File: src/rtl/t1e1_map_pkg.sv
package t1e1_map_pkg;

    typedef enum logic [1:0] {
        S_WAIT = 2'd0,
        S_FBIT = 2'd1,
        S_DATA = 2'd2,
        S_FILL = 2'd3
    } seq_state_t;

    typedef enum logic [1:0] {
        K_FBIT = 2'd0,
        K_DATA = 2'd1,
        K_FILL = 2'd2
    } slot_kind_t;

    // Slot 0 holds the F-bit; every span-th slot after it is filler.
    function automatic slot_kind_t slot_kind(input int unsigned slot, input int unsigned span);
        if (slot == 0)
            return K_FBIT;
        else if ((slot % span) == 0)
            return K_FILL;
        else
            return K_DATA;
    endfunction

    function automatic seq_state_t state_for(input slot_kind_t k);
        unique case (k)
            K_FBIT:  return S_FBIT;
            K_FILL:  return S_FILL;
            default: return S_DATA;
        endcase
    endfunction

endpackage

File: src/rtl/t1e1_slot_map.sv
module t1e1_slot_map #(
    parameter int GROUP = 3,
    parameter int SW    = 5,
    parameter int TW    = 5
) (
    input  logic [SW-1:0] slot,
    output logic [TW-1:0] t1_idx
);
    localparam int SPAN = GROUP + 1;

    int s_i;
    int idx_i;

    // Inverse of e1 = n + n/GROUP + 1 for payload slots.
    always_comb begin
        s_i = 32'(slot);
        if (s_i == 0 || (s_i % SPAN) == 0)
            idx_i = 0;
        else
            idx_i = s_i - (s_i / SPAN) - 1;
        t1_idx = TW'(idx_i);
    end
endmodule

File: src/rtl/t1e1_frame_store.sv
module t1e1_frame_store #(
    parameter int T1_SLOTS = 24,
    parameter int OCT_W    = 8,
    parameter int AW       = 5,
    parameter int TW       = 5
) (
    input  logic             clk,
    input  logic             rst_n,
    input  logic             wr_en,
    input  logic [AW-1:0]    wr_addr,
    input  logic [OCT_W-1:0] wr_data,
    input  logic             wr_commit,
    input  logic             frame_start,
    input  logic [TW-1:0]    rd_idx,
    output logic [OCT_W-1:0] rd_octet,
    output logic             rd_fbit,
    output logic             bank_sel
);
    localparam int NBANK = 2;
    localparam logic [AW-1:0] F_ADDR = AW'(T1_SLOTS);

    logic [OCT_W-1:0] mem  [NBANK][T1_SLOTS];
    logic             fbit [NBANK];
    logic             pending;

    generate
        for (genvar g = 0; g < NBANK; g++) begin : g_bank
            always_ff @(posedge clk) begin
                if (!rst_n) begin
                    for (int i = 0; i < T1_SLOTS; i++) mem[g][i] <= '0;
                    fbit[g] <= 1'b0;
                end else if (wr_en && (bank_sel != 1'(g))) begin
                    if (wr_addr == F_ADDR)
                        fbit[g] <= wr_data[0];
                    else if (32'(wr_addr) < T1_SLOTS)
                        mem[g][wr_addr] <= wr_data;
                end
            end
        end
    endgenerate

    always_ff @(posedge clk) begin
        if (!rst_n) begin
            bank_sel <= 1'b0;
            pending  <= 1'b0;
        end else begin
            if (frame_start && pending)
                bank_sel <= ~bank_sel;
            pending <= wr_commit | (pending & ~frame_start);
        end
    end

    always_comb begin
        rd_octet = (32'(rd_idx) < T1_SLOTS) ? mem[bank_sel][rd_idx] : '1;
        rd_fbit  = fbit[bank_sel];
    end
endmodule

File: src/rtl/t1e1_bit_seq.sv
module t1e1_bit_seq
    import t1e1_map_pkg::*;
#(
    parameter int E1_SLOTS = 32,
    parameter int OCT_W    = 8,
    parameter int GROUP    = 3,
    parameter int CW       = $clog2(E1_SLOTS * OCT_W),
    parameter int BW       = $clog2(OCT_W)
) (
    input  logic          clk,
    input  logic          rst_n,
    input  logic          sync,
    output seq_state_t    state,
    output logic [CW-1:0] bit_cnt,
    output logic          frame_start
);
    localparam int SPAN = GROUP + 1;
    localparam int SW   = CW - BW;
    localparam logic [CW-1:0] LAST = CW'(E1_SLOTS * OCT_W - 1);

    seq_state_t    st_nxt;
    logic [CW-1:0] cnt_nxt;
    logic [SW-1:0] nslot;

    // Next-count and next-state logic.
    always_comb begin
        cnt_nxt = bit_cnt;
        if (sync)
            cnt_nxt = '0;
        else if (state != S_WAIT)
            cnt_nxt = (bit_cnt == LAST) ? '0 : CW'(bit_cnt + 1'b1);
        nslot = cnt_nxt[CW-1:BW];

        st_nxt = state;
        unique case (state)
            S_WAIT: st_nxt = sync ? S_FBIT : S_WAIT;
            S_FBIT, S_DATA, S_FILL:
                st_nxt = state_for(slot_kind(32'(nslot), SPAN));
            default: st_nxt = S_WAIT;
        endcase

        frame_start = sync | ((state != S_WAIT) && (bit_cnt == LAST));
    end

    // State register.
    always_ff @(posedge clk) begin
        if (!rst_n) begin
            state   <= S_WAIT;
            bit_cnt <= '0;
        end else begin
            state   <= st_nxt;
            bit_cnt <= cnt_nxt;
        end
    end

    AST_SYNC_RESTART: assert property (@(posedge clk) disable iff (!rst_n)
        sync |=> (bit_cnt == '0 && state == S_FBIT));

    AST_WRAP_TO_ZERO: assert property (@(posedge clk) disable iff (!rst_n)
        (state != S_WAIT && bit_cnt == LAST && !sync) |=> (bit_cnt == '0 && state == S_FBIT));
endmodule

File: src/rtl/t1e1_bp_mapper.sv
module t1e1_bp_mapper
    import t1e1_map_pkg::*;
#(
    parameter int E1_SLOTS = 32,
    parameter int T1_SLOTS = 24,
    parameter int OCT_W    = 8,
    parameter int GROUP    = 3,
    parameter int AW       = $clog2(T1_SLOTS + 1),
    parameter int SW       = $clog2(E1_SLOTS)
) (
    input  logic             clk_ser,
    input  logic             rst_n,
    input  logic             frame_sync,
    input  logic             wr_en,
    input  logic [AW-1:0]    wr_addr,
    input  logic [OCT_W-1:0] wr_data,
    input  logic             wr_commit,
    output logic             ser_out,
    output logic [SW-1:0]    ts_idx,
    output logic             ts_strobe
);
    localparam int BW = $clog2(OCT_W);
    localparam int CW = SW + BW;
    localparam int TW = $clog2(T1_SLOTS);

    seq_state_t       state;
    logic [CW-1:0]    bit_cnt;
    logic             frame_start;
    logic [TW-1:0]    t1_idx;
    logic [OCT_W-1:0] octet;
    logic             fbit;
    logic             bank_sel;
    logic [BW-1:0]    bit_pos;
    logic [SW-1:0]    slot;

    assign bit_pos = bit_cnt[BW-1:0];
    assign slot    = bit_cnt[CW-1:BW];

    t1e1_bit_seq #(
        .E1_SLOTS(E1_SLOTS), .OCT_W(OCT_W), .GROUP(GROUP), .CW(CW), .BW(BW)
    ) u_seq (
        .clk(clk_ser), .rst_n(rst_n), .sync(frame_sync),
        .state(state), .bit_cnt(bit_cnt), .frame_start(frame_start)
    );

    t1e1_slot_map #(.GROUP(GROUP), .SW(SW), .TW(TW)) u_map (
        .slot(slot), .t1_idx(t1_idx)
    );

    t1e1_frame_store #(
        .T1_SLOTS(T1_SLOTS), .OCT_W(OCT_W), .AW(AW), .TW(TW)
    ) u_store (
        .clk(clk_ser), .rst_n(rst_n), .wr_en(wr_en), .wr_addr(wr_addr),
        .wr_data(wr_data), .wr_commit(wr_commit), .frame_start(frame_start),
        .rd_idx(t1_idx), .rd_octet(octet), .rd_fbit(fbit), .bank_sel(bank_sel)
    );

    // Output process: decode registered state into the serial stream.
    always_comb begin
        ser_out   = 1'b1;
        ts_idx    = '0;
        ts_strobe = 1'b0;
        unique case (state)
            S_WAIT: begin
                ser_out = 1'b1;
            end
            S_FBIT: begin
                ser_out   = (bit_pos == '0) ? fbit : 1'b1;
                ts_idx    = slot;
                ts_strobe = (bit_pos == '0);
            end
            S_DATA: begin
                ser_out   = octet[BW'(OCT_W - 1) - bit_pos];
                ts_idx    = slot;
                ts_strobe = (bit_pos == '0);
            end
            S_FILL: begin
                ser_out   = 1'b1;
                ts_idx    = slot;
                ts_strobe = (bit_pos == '0);
            end
            default: ser_out = 1'b1;
        endcase
    end

    AST_STROBE_SPACING: assert property (@(posedge clk_ser) disable iff (!rst_n)
        (ts_strobe && !frame_sync) |=> !ts_strobe);

    AST_SWAP_AT_FRAME_START: assert property (@(posedge clk_ser) disable iff (!rst_n)
        (bank_sel != $past(bank_sel)) |-> (ts_idx == '0 && ts_strobe));
endmodule

File: config.mk
export PLATFORM = sky130hd
export DESIGN_NAME = t1e1_bp_mapper
export DESIGN_NICKNAME = d
export VERILOG_FILES = /design/src/rtl/t1e1_map_pkg.sv /design/src/rtl/t1e1_slot_map.sv /design/src/rtl/t1e1_frame_store.sv /design/src/rtl/t1e1_bit_seq.sv /design/src/rtl/t1e1_bp_mapper.sv
export SDC_FILE = /design/constraint.sdc
export NUM_CORES = 1
export LEC_CHECK = 0
export ABC_AREA = 1
export ABC_CLOCK_PERIOD_IN_PS = 5700
export BUFFER_PORTS_ARGS = -buffer_cell sky130_fd_sc_hd__buf_2
export CAP_MARGIN = 10
export CORE_MARGIN = 2
export CORE_UTILIZATION = 25
export CTS_BUF_LIST = sky130_fd_sc_hd__clkbuf_4 sky130_fd_sc_hd__clkbuf_8
export DETAILED_ROUTE_END_ITERATION = 6
export PLACE_DENSITY = 0.46
export SYNTH_ARGS = -nofsm -noshare
export SYNTH_HDL_FRONTEND = slang
export SYNTH_SLANG_ARGS = --single-unit
File: constraint.sdc
create_clock -name clk_ser -period 5.7 [get_ports clk_ser]
set_clock_uncertainty 0.15 [all_clocks]
set_input_delay 0.57 -clock clk_ser [delete_from_list [all_inputs] [get_ports clk_ser]]
set_output_delay 0.57 -clock clk_ser [all_outputs]
set_load 0.05 [all_outputs]
# ---- Word-level counts from Yosys, hierarchy flattened
# Memories as Yosys holds them, arrays and structs flattened. A register that Yosys moved wholly into a read port is not among the register bits.
# Cells that the tools add are included.
dict set report word_totals {
  ram_bits 386
  inputBits 18
  reg_bits 12
  memories 2
}
# name depth width rd rd_ports_with_merged_regs write_ports line
set mem_list {}
lappend mem_list {u_store.mem 2 192 1 1 2 t1e1_frame_store.sv:22} ;# logic [OCT_W-1:0] mem [NBANK][T1_SLOTS];
lappend mem_list {u_store.fbit 2 1 1 1 2 t1e1_frame_store.sv:23} ;# logic fbit [NBANK];
dict set report op_classes {
  magnitude_cmp 6
  add_sub_neg 4
  bitwise 394
  n_eq_ne 6
  reduce_logical 17
  mux 428
}
# cell count
set op_table {}
lappend op_table {{$mux 1} 408}
lappend op_table {{$or 1x1->1} 388}
lappend op_table {{$mux 192} 2}
lappend op_table {{$logic_not 32->1} 2}
lappend op_table {{$mux 8} 7}
lappend op_table {{$bmux 8 s5} 1}
lappend op_table {{$demux 8 s5} 1}
lappend op_table {{$ge 6x6->1 const B} 2}
lappend op_table {{$not 5->6} 2}
lappend op_table {{$logic_not 5->1} 2}
lappend op_table {{$lt 5x5->1 const B} 2}
lappend op_table {{$mux 5} 2}
lappend op_table {{$add 8x1->8 const B} 1}
lappend op_table {{$eq 8x8->1 const B} 1}
lappend op_table {{$pmux 2 s2} 2}
lappend op_table {{$eq 2x2->1 const B} 3}
lappend op_table {{$lt 6x1->1 const B} 1}
lappend op_table {{$mux 2} 3}
lappend op_table {{$eq 5x5->1 const B} 1}
lappend op_table {{$logic_and 1x1->1} 5}
lappend op_table {{$sub 5x2->5 const B} 1}
lappend op_table {{$sub 5x3->5} 1}
lappend op_table {{$logic_not 2->1} 2}
lappend op_table {{$lt 3x4->1 const B} 1}
lappend op_table {{11 further kinds} 14}

# ---- Logic depth before layout (Yosys ltp)
# Gate-level depths: netlist of the first run.
dict set report depth {
  word_depth 11
  depth_mapped 18
}

# ---- Modules after synthesis
# From an unflattened synthesis of the first run, not the netlist that was laid out.
dict set report hier_totals {
  cells_unflattened 2051
  area_unflattened_um2 18796.8
}
# module seq_area_each_um2 area_per_inst_um2 cells_each n_inst
set by_module_without_submodules {}
lappend by_module_without_submodules {t1e1_frame_store 11641.2 17817.1 1898 1}
lappend by_module_without_submodules {t1e1_bit_seq 200.2 601.8 80 1}
lappend by_module_without_submodules {t1e1_bp_mapper 0.0 216.5 46 1}
lappend by_module_without_submodules {t1e1_slot_map 0.0 161.4 27 1}

# ---- Least setup slack after synthesis of the first run
# OpenSTA, ideal clock, no wires.
dict set report synth_path {
  kind {reg2out}
  start {register u_seq.bit_cnt[3]}
  end {output ser_out}
  stages_incl_launch_ff 17
  arrival_time_ns 2.650
  n_path_buf 2
  slack_ns 2.330
  path_cell_list {dfxtp_1 ha_1 inv_1 fa_1 nor2_4 buf_4 buf_2 nand3_1 nand2_1 nand2_1 nand3_1 nand3_1 nand3_1 nand3_1 nand3_1 nand2_1 a21oi_2}
}
dict set report synth_via {
  elab_chain_cells 11
  elab_cells_between_ends 15
  classes_between {2 x add/sub; 1 x order compare; 8 x mux; 1 x bitwise; 3 x reduce/logical}
}
# item line
set synth_rtl {}
lappend synth_rtl {{from (decl)} t1e1_bit_seq.sv:14} ;# output logic [CW-1:0] bit_cnt,
lappend synth_rtl {{from (signal assigned)} t1e1_bit_seq.sv:52} ;# bit_cnt <= cnt_nxt;
lappend synth_rtl {{$sub 5x3->5, or another cell as far along} t1e1_slot_map.sv:20} ;# idx_i = s_i - (s_i / SPAN) - 1;
lappend synth_rtl {{$sub 5x2->5 / $logic_or 1x1->1 (equally long branches)} {t1e1_slot_map.sv:20, t1e1_slot_map.sv:17}}
lappend synth_rtl {{$mux 5 *} t1e1_slot_map.sv:17} ;# if (s_i == 0 || (s_i % SPAN) == 0)
lappend synth_rtl {{$not 5->6 (not written as such)} t1e1_frame_store.sv:54} ;# rd_octet = (32'(rd_idx) < T1_SLOTS) ? mem[bank_sel][rd_idx] : '1;
lappend synth_rtl {{$bmux 8 s5} t1e1_frame_store.sv:54}
lappend synth_rtl {{$mux 8 (not written as such) (2 in a row)} t1e1_frame_store.sv:54}
lappend synth_rtl {{$mux 8 *} t1e1_frame_store.sv:54}
lappend synth_rtl {{$bmux 1 s3 *} t1e1_bp_mapper.sv:73} ;# ser_out = octet[BW'(OCT_W - 1) - bit_pos];
lappend synth_rtl {{$mux 1 (not written as such) *} t1e1_bp_mapper.sv:73}
lappend synth_rtl {{$pmux 1 s3 *} t1e1_bp_mapper.sv:63} ;# unique case (state)
lappend synth_rtl {{to (decl)} t1e1_bp_mapper.sv:18} ;# output logic ser_out,
# Mark *: on every way between the ends. The rest lies on a longest branch, timed or not. The select of a mux whose other input is x is not followed.

# ---- Worst setup path in the final report of the first run
dict set report layout_path {
  start {register u_seq.bit_cnt[5]}
  end {output ser_out}
}
dict set report layout_via {
  elab_chain_cells 11
  elab_cells_between_ends 14
  classes_between {2 x add/sub; 1 x order compare; 8 x mux; 1 x bitwise; 2 x reduce/logical}
}
# item line
set layout_rtl {}
lappend layout_rtl {{$sub 5x3->5 / $logic_not 5->1 (equally long branches)} {t1e1_slot_map.sv:20, t1e1_slot_map.sv:17}}
lappend layout_rtl {{$sub 5x2->5 / $logic_or 1x1->1 (equally long branches)} {t1e1_slot_map.sv:20, t1e1_slot_map.sv:17}}
lappend layout_rtl {{$mux 5 *} t1e1_slot_map.sv:17}
lappend layout_rtl {{$not 5->6 (not written as such)} t1e1_frame_store.sv:54}
lappend layout_rtl {{$bmux 8 s5} t1e1_frame_store.sv:54}
lappend layout_rtl {{$mux 8 (not written as such) (2 in a row)} t1e1_frame_store.sv:54}
lappend layout_rtl {{$mux 8 *} t1e1_frame_store.sv:54}
lappend layout_rtl {{$bmux 1 s3 *} t1e1_bp_mapper.sv:73}
lappend layout_rtl {{$mux 1 (not written as such) *} t1e1_bp_mapper.sv:73}
lappend layout_rtl {{$pmux 1 s3 *} t1e1_bp_mapper.sv:63}
# Marked as above.

==> results of run 1 <==
[worst max-delay path, delay by kind of cell, from the launching register on]
kind	cells	cell delay [ns]
and+or+nand+nor	12	1.78
DFF	1	0.39
AOI/OAI and AO/OA	2	0.24
adders and majority gates	1	0.35
buffers and inverters	4	0.70
[metrics by stage]
| step | setup WS [ns] | hold slack (ns) | total power, uW |
|---|---|---|---|
| CTS | 0.771 | 0.0469 | 6450 |
| global route | 0.534 | 0.164 | 6620 |
| global placement | 1.56 | 0.313 | 3820 |
| finish | 0.820 | 0.127 | 6370 |
| floorplan | 2.33 | 0.289 | 3660 |
| detailed placement | 1.52 | 0.317 | 3830 |
[cell type report]
class	count	area share (%)
Inverter	48	0.908
Sequential cell	399	56.2
Clock buffer	94	5.54
Tap cell	969	5.75
Multi-Input combinational cell	1493	29.3
Clock inverter	28	0.807
Antenna cell	1	0.0119
Timing Repair Buffer	46	1.54
[state kept, by name (all words and copies together) (netlist names), named ones only]
signal,cells
u_seq.bit_cnt,8
u_store.bank_sel,1
u_seq.state,2
u_store.pending,1
u_store.fbit,2
u_store.mem,384
[where the power goes]
part / total (uW) / internal [uW] / switching [uW]
clock: 2610 / 1380 / 1230
sequential: 3340 / 3310 / 35.6
combinational: 421 / 89.2 / 332
total: 6370 / 4780 / 1600
[per-layer routing]
layer	vias up	track usage, %
met5	-	0
met4	0	4.62
met3	68	1.96
met2	374	23.8
met1	7035	20.0
li1	6806	-
[worst paths after layout]
kind / from / endpoint / cells after the start
worst max-delay path: u_seq.bit_cnt[5]$_SDFF_PN0_ / ser_out / 19
worst min-delay path: frame_sync / u_seq.bit_cnt[4]$_SDFF_PN0_ / 4
worst max register to register: u_store.bank_sel$_SDFFE_PN0P_ / u_store.mem[0][50]$_DFFE_PP_ / 5
worst min register to register: u_store.pending$_SDFF_PN0_ / u_store.pending$_SDFF_PN0_ / 2
[cells by family after synthesis]
kind of cell | count (synthesis) | synth area share (%)
buffers and inverters | 179 | 4.53
flip-flops | 399 | 62.8
AO/OA/AOI/OAI | 80 | 2.26
XOR/XNOR | 1 | 0.0465
adder cells (fa/ha/maj) | 9 | 0.637
AND/OR/NAND/NOR | 1403 | 29.7
[what timing repair did]
action	CTS	global route
hold buffers	1	0
endpoints found under the hold margin	1	0
setup endpoints to repair	0	0
[cells in the final DEF (no fill, tap or decap), drive strengths merged]
| cell | count |
|---|---|
| a2111oi | 1 |
| inv | 47 |
| xor2 | 1 |
| buf | 45 |
| a21oi | 15 |
| clkinv | 26 |
| a31oi | 1 |
| and2 | 1 |
| ha | 8 |
| nor3b | 1 |
| o31ai | 2 |
| nand3 | 228 |
| dfxtp | 14 |
| fa | 1 |
| nor3 | 8 |
| o21ai | 60 |
| clkbuf | 94 |
| dlygate4sd3 | 1 |
| edfxtp | 385 |
| clkinvlp | 2 |
| and3 | 1 |
| nor2 | 565 |
| or2 | 1 |
| o211ai | 1 |
| nand2 | 598 |
| bufinv | 1 |
| diode | 1 |
==> impl_metrics.ini, run 1 <==
[pwr]
power.leakage_uw = 0.00846
power.density_nw_per_um2 = 302
vdd.ir_drop.worst_v = 0.000138

[global_route]
grt_overflow = 0
grt_max_degree = 122
grt_pass1_wl_um = 86500
grt_antenna_before_repair = 1
grt_pass1_vias = 14157
grt_use_total_pct = 14.6

[floorplanning]
ioPinCount = 25
die_x_um = 279
die_h_um = 279
rows = 100
core-area_um2 = 74600
initial_core_util_pct = 25.3
die_area_um2 = 77600

[synth]
yosysMostFrequentCell = nand2_1
synth_flop_cell = edfxtp_1
synth.avg_cell_area_um2 = 9.10
synthTopCellsByCount = nand2_1 (596), nor2_1 (562), edfxtp_1 (385)
syn_area_um2 = 18900
ys_seq_area_share_pct = 62.8
synth_top_area_share_pct = 61.3
ys_warn_count = 0
async_flop_share_pct = 0
ys_ff_latch = 399
yosysTopAreaCell = edfxtp_1
ys_top_cells_by_area = edfxtp_1 (61%), nand2_1 (12%), nor2_1 (11%), nand3_1 (6.1%), dfxtp_1 (1.5%)
synth_edf_count = 385
synth_cell_types = 34
syn_inst = 2071
synth_fp_nets = 2098

[clock_network]
cts-resized-gates = 0
htree_num_levels = 3
cts.sink_count = 399
root_buffer = clkbuf_8
clockBufferDepth = 3
cts.clk_slew.worst_paths_ns = 0.06
postCtsSetupRepairBufs = 0
numCtsBuffers = 71
cts_tree = done
insertion_delay_ns = 0.66

[sta]
hold_viol = 0
maxSlewHeadroom_pct = 32.5
rsz0062_at_grt = no
max_freq_ghz = 0.205
period_share_pct = 85.6
setup_violations = 0
period_minus_slack_ns = 4.88
drv_slew = 0
worst_pin_slew_ns = 1.01
fin_tns_setup_ns = 0

[route]
post_drt_via_cell_ratio = 4.64
drt_iter0_markers = 1312
top_layer = met4
dr_wl_met2_um = 26800
dr_wl_met3_um = 2900
firstDrtPassIters = 6
via_count = 14283
finalWirelength_um = 56400
postRouteAntennaNets = 0
wl_met1_um = 25700
wire_per_inst_um = 18.3
route.detailed.drc = 0

[layout]
seq_area_um2 = 11800
drive_gt1_share_pct = 8.59
nFillCells = 7936
num-nets-final = 2086
utilization_pct = 28.3
areaGrowthSynthToFinish_pct = 11.9
final_cell_area_um2 = 21100
multi_input_area_um2 = 6180
instances_no_fill = 3078

[job]
drv_cap = 0

[placed_design]
place_area_um2 = 19700
hpwl_um = 33800
port_buffers = 24
place_inst = 2954
gp_congestion = 0.844

[setup_path]
cp_data_required_time_ns = 4.98
crit_slowest_cell = nor2_4
path_max_fanout = 58
cpMostUsedCell = nand2_1
crit_chain = inv_1 -> ha_1 -> inv_2 -> nor2_4 -> buf_12 -> o21ai_0 -> nand2_1 -> nand2_1 -> nand2_1 -> nand2_1 -> nand3_1 -> nand3_1 -> nand3_1 -> nand2_1 -> nor2_1 -> nor2_1 -> nand2_1 -> a21oi_2 -> buf_2
crit_type = flip-flop to output port
cp-end-kind = output port
arrival_ns = 4.16
worst_setup_path_start_kind = flip-flop
crit_path_max_incr_delay_ns = 0.75
r2r_slack_ns = 2.97

[worst_hold_path]
hp-class = input port to flip-flop

[status]
status = completed
Power figures use the tool's default switching activity.
==> run 2: changes to the inputs <==
GPL_TIMING_DRIVEN = 0   (was unset)
==> impl_metrics.ini, run 2 (synthesized netlist as in run 1, its figures left out) <==
[clock_network]
postCtsSetupRepairBufs = 0
root_buffer = clkbuf_8
cts.clk_slew.worst_paths_ns = 0.06
clockBufferDepth = 3
htree_num_levels = 3
insertion_delay_ns = 0.68
cts.sink_count = 399
numCtsBuffers = 73
cts-resized-gates = 0
cts_tree = done

[layout]
layout_commonest_cell = nand2_1
largest_reg_flops = 384
regMostFlops = u_store.mem
drive_gt1_share_pct = 10.7
reg_top3 = u_store.mem x384, u_seq.bit_cnt x8
utilization_pct = 29.1
num-nets-final = 2204
layout_common_cells = nand2_1 (596), nor2_1 (562), edfxtp_1 (385)
instances_no_fill = 3201
areaGrowthSynthToFinish_pct = 15.2

[setup_path]
crit_type = flip-flop to output port
cp-end-kind = output port
worst_setup_path_start_kind = flip-flop
arrival_ns = 4.43
path_max_fanout = 10
cp_data_required_time_ns = 4.98

[pwr]
vdd.ir_drop.worst_v = 0.000111
p_sw_uw = 1740
power.leakage_uw = 0.00887
pwr-share-seq_pct = 50.2
clkPwrFrac_pct = 41.6
power.internal_uw = 4920
pwr-share-comb_pct = 8.2
power.density_nw_per_um2 = 307
power_switching_share_pct = 26.1

[route]
post_drt_via_cell_ratio = 5.04
finalWirelength_um = 83400
drt_iter0_markers = 2162
route.detailed.drc = 0
postRouteAntennaNets = 0
wire_per_inst_um = 26.1
via_count = 16119
firstDrtPassIters = 6

[sta]
maxSlewHeadroom_pct = 13.1
rsz0062_at_grt = no
worst_pin_slew_ns = 1.30
setup_violations = 0
fin_tns_setup_ns = 0
hold_viol = 0
max_freq_ghz = 0.194
period_minus_slack_ns = 5.15
period_share_pct = 90.4
drv_slew = 0

[floorplanning]
die_area_um2 = 77600
die_h_um = 279
die_x_um = 279
core-area_um2 = 74600
rows = 100
initial_core_util_pct = 25.3
ioPinCount = 25

[global_route]
grt_use_total_pct = 21.3
grt_antenna_before_repair = 2
grt_pass1_wl_um = 115000
grt_pass1_vias = 15440
grt_overflow = 0
grt_max_degree = 11

[worst_hold_path]
hp-class = input port to flip-flop

[placed_design]
hpwl_um = 56300
port_buffers = 23
place_inst = 3068
gp_congestion = 0.963

[status]
status = completed

[job]
drv_cap = 0
run 2: metrics by stage:
step | instance area, um^2 | hold slack (ns) | worst slack (ns) | total power [uW]
2_1_floorplan | 18900 | 0.289 | 2.33 | 3660
3_3_place_gp | 20200 | 0.315 | 1.43 | 3930
3_5_place_dp | 20300 | 0.315 | 1.40 | 3930
4_1_cts | 21700 | 0.0631 | 0.651 | 6670
5_1_grt | 21700 | 0.110 | 0.488 | 6830
6_report | 21700 | 0.0934 | 0.549 | 6670
run 2: worst paths after layout:
check                                 from  cells past startpoint                       endpoint  slack, ns
max            u_seq.bit_cnt[5]$_SDFF_PN0_                     18                        ser_out       0.55
min                             frame_sync                      4    u_seq.bit_cnt[4]$_SDFF_PN0_       0.09
max reg2reg  u_store.bank_sel$_SDFFE_PN0P_                      5  u_store.mem[0][166]$_DFFE_PP_       2.50
min reg2reg     u_store.pending$_SDFF_PN0_                      2     u_store.pending$_SDFF_PN0_       0.32
run 2: cell type report:
type / instances / area (um^2)
Tap cell: 969 / 1210
Clock inverter: 20 / 109
Antenna cell: 1 / 2.50
Multi-Input combinational cell: 1493 / 6160
Inverter: 48 / 180
Timing Repair Buffer: 31 / 229
Sequential cell: 399 / 11800
Clock buffer: 109 / 1310
Buffer: 131 / 674
Fill cell: 8013 / 52800
run 2: worst max-delay path: stages (launching register included):
cell and delay, ns:
dfxtp_1 0.35, inv_1 0.14, ha_1 0.18, inv_1 0.06, fa_1 0.55, nor2_4 0.08, inv_2 0.08, clkbuf_1 0.81
nand3_1 0.25, nand3_1 0.19, nand3_1 0.09, nand3_1 0.08, nand3_1 0.16, nand2_1 0.10, nor2_1 0.06, nor2_1 0.11
nand2_1 0.07, a21oi_2 0.11, buf_2 0.27
run 2: layer usage:
layer,track usage [%],vias to the layer above,routed length [um]
met3,4.49,203,7730
met1,27.5,7949,33800
met4,11.7,0,4540
met2,33.2,917,37300
li1,-,7050,-
met5,0,-,0
run 2: power groups by stage:
stage | Combinational [uW] | Clock [uW] | Sequential (uW)
4_1_cts | 535 | 2790 | 3340
3_5_place_dp | 532 | 0 | 3400
5_1_grt | 573 | 2900 | 3350
6_report | 549 | 2770 | 3340
2_1_floorplan | 276 | 0 | 3380
3_3_place_gp | 527 | 0 | 3400
run 2: timing repair:
action,4_1_cts,5_1_grt
endpoints found under the hold margin,1,0
setup endpoints to repair,0,0
hold buffers,1,0
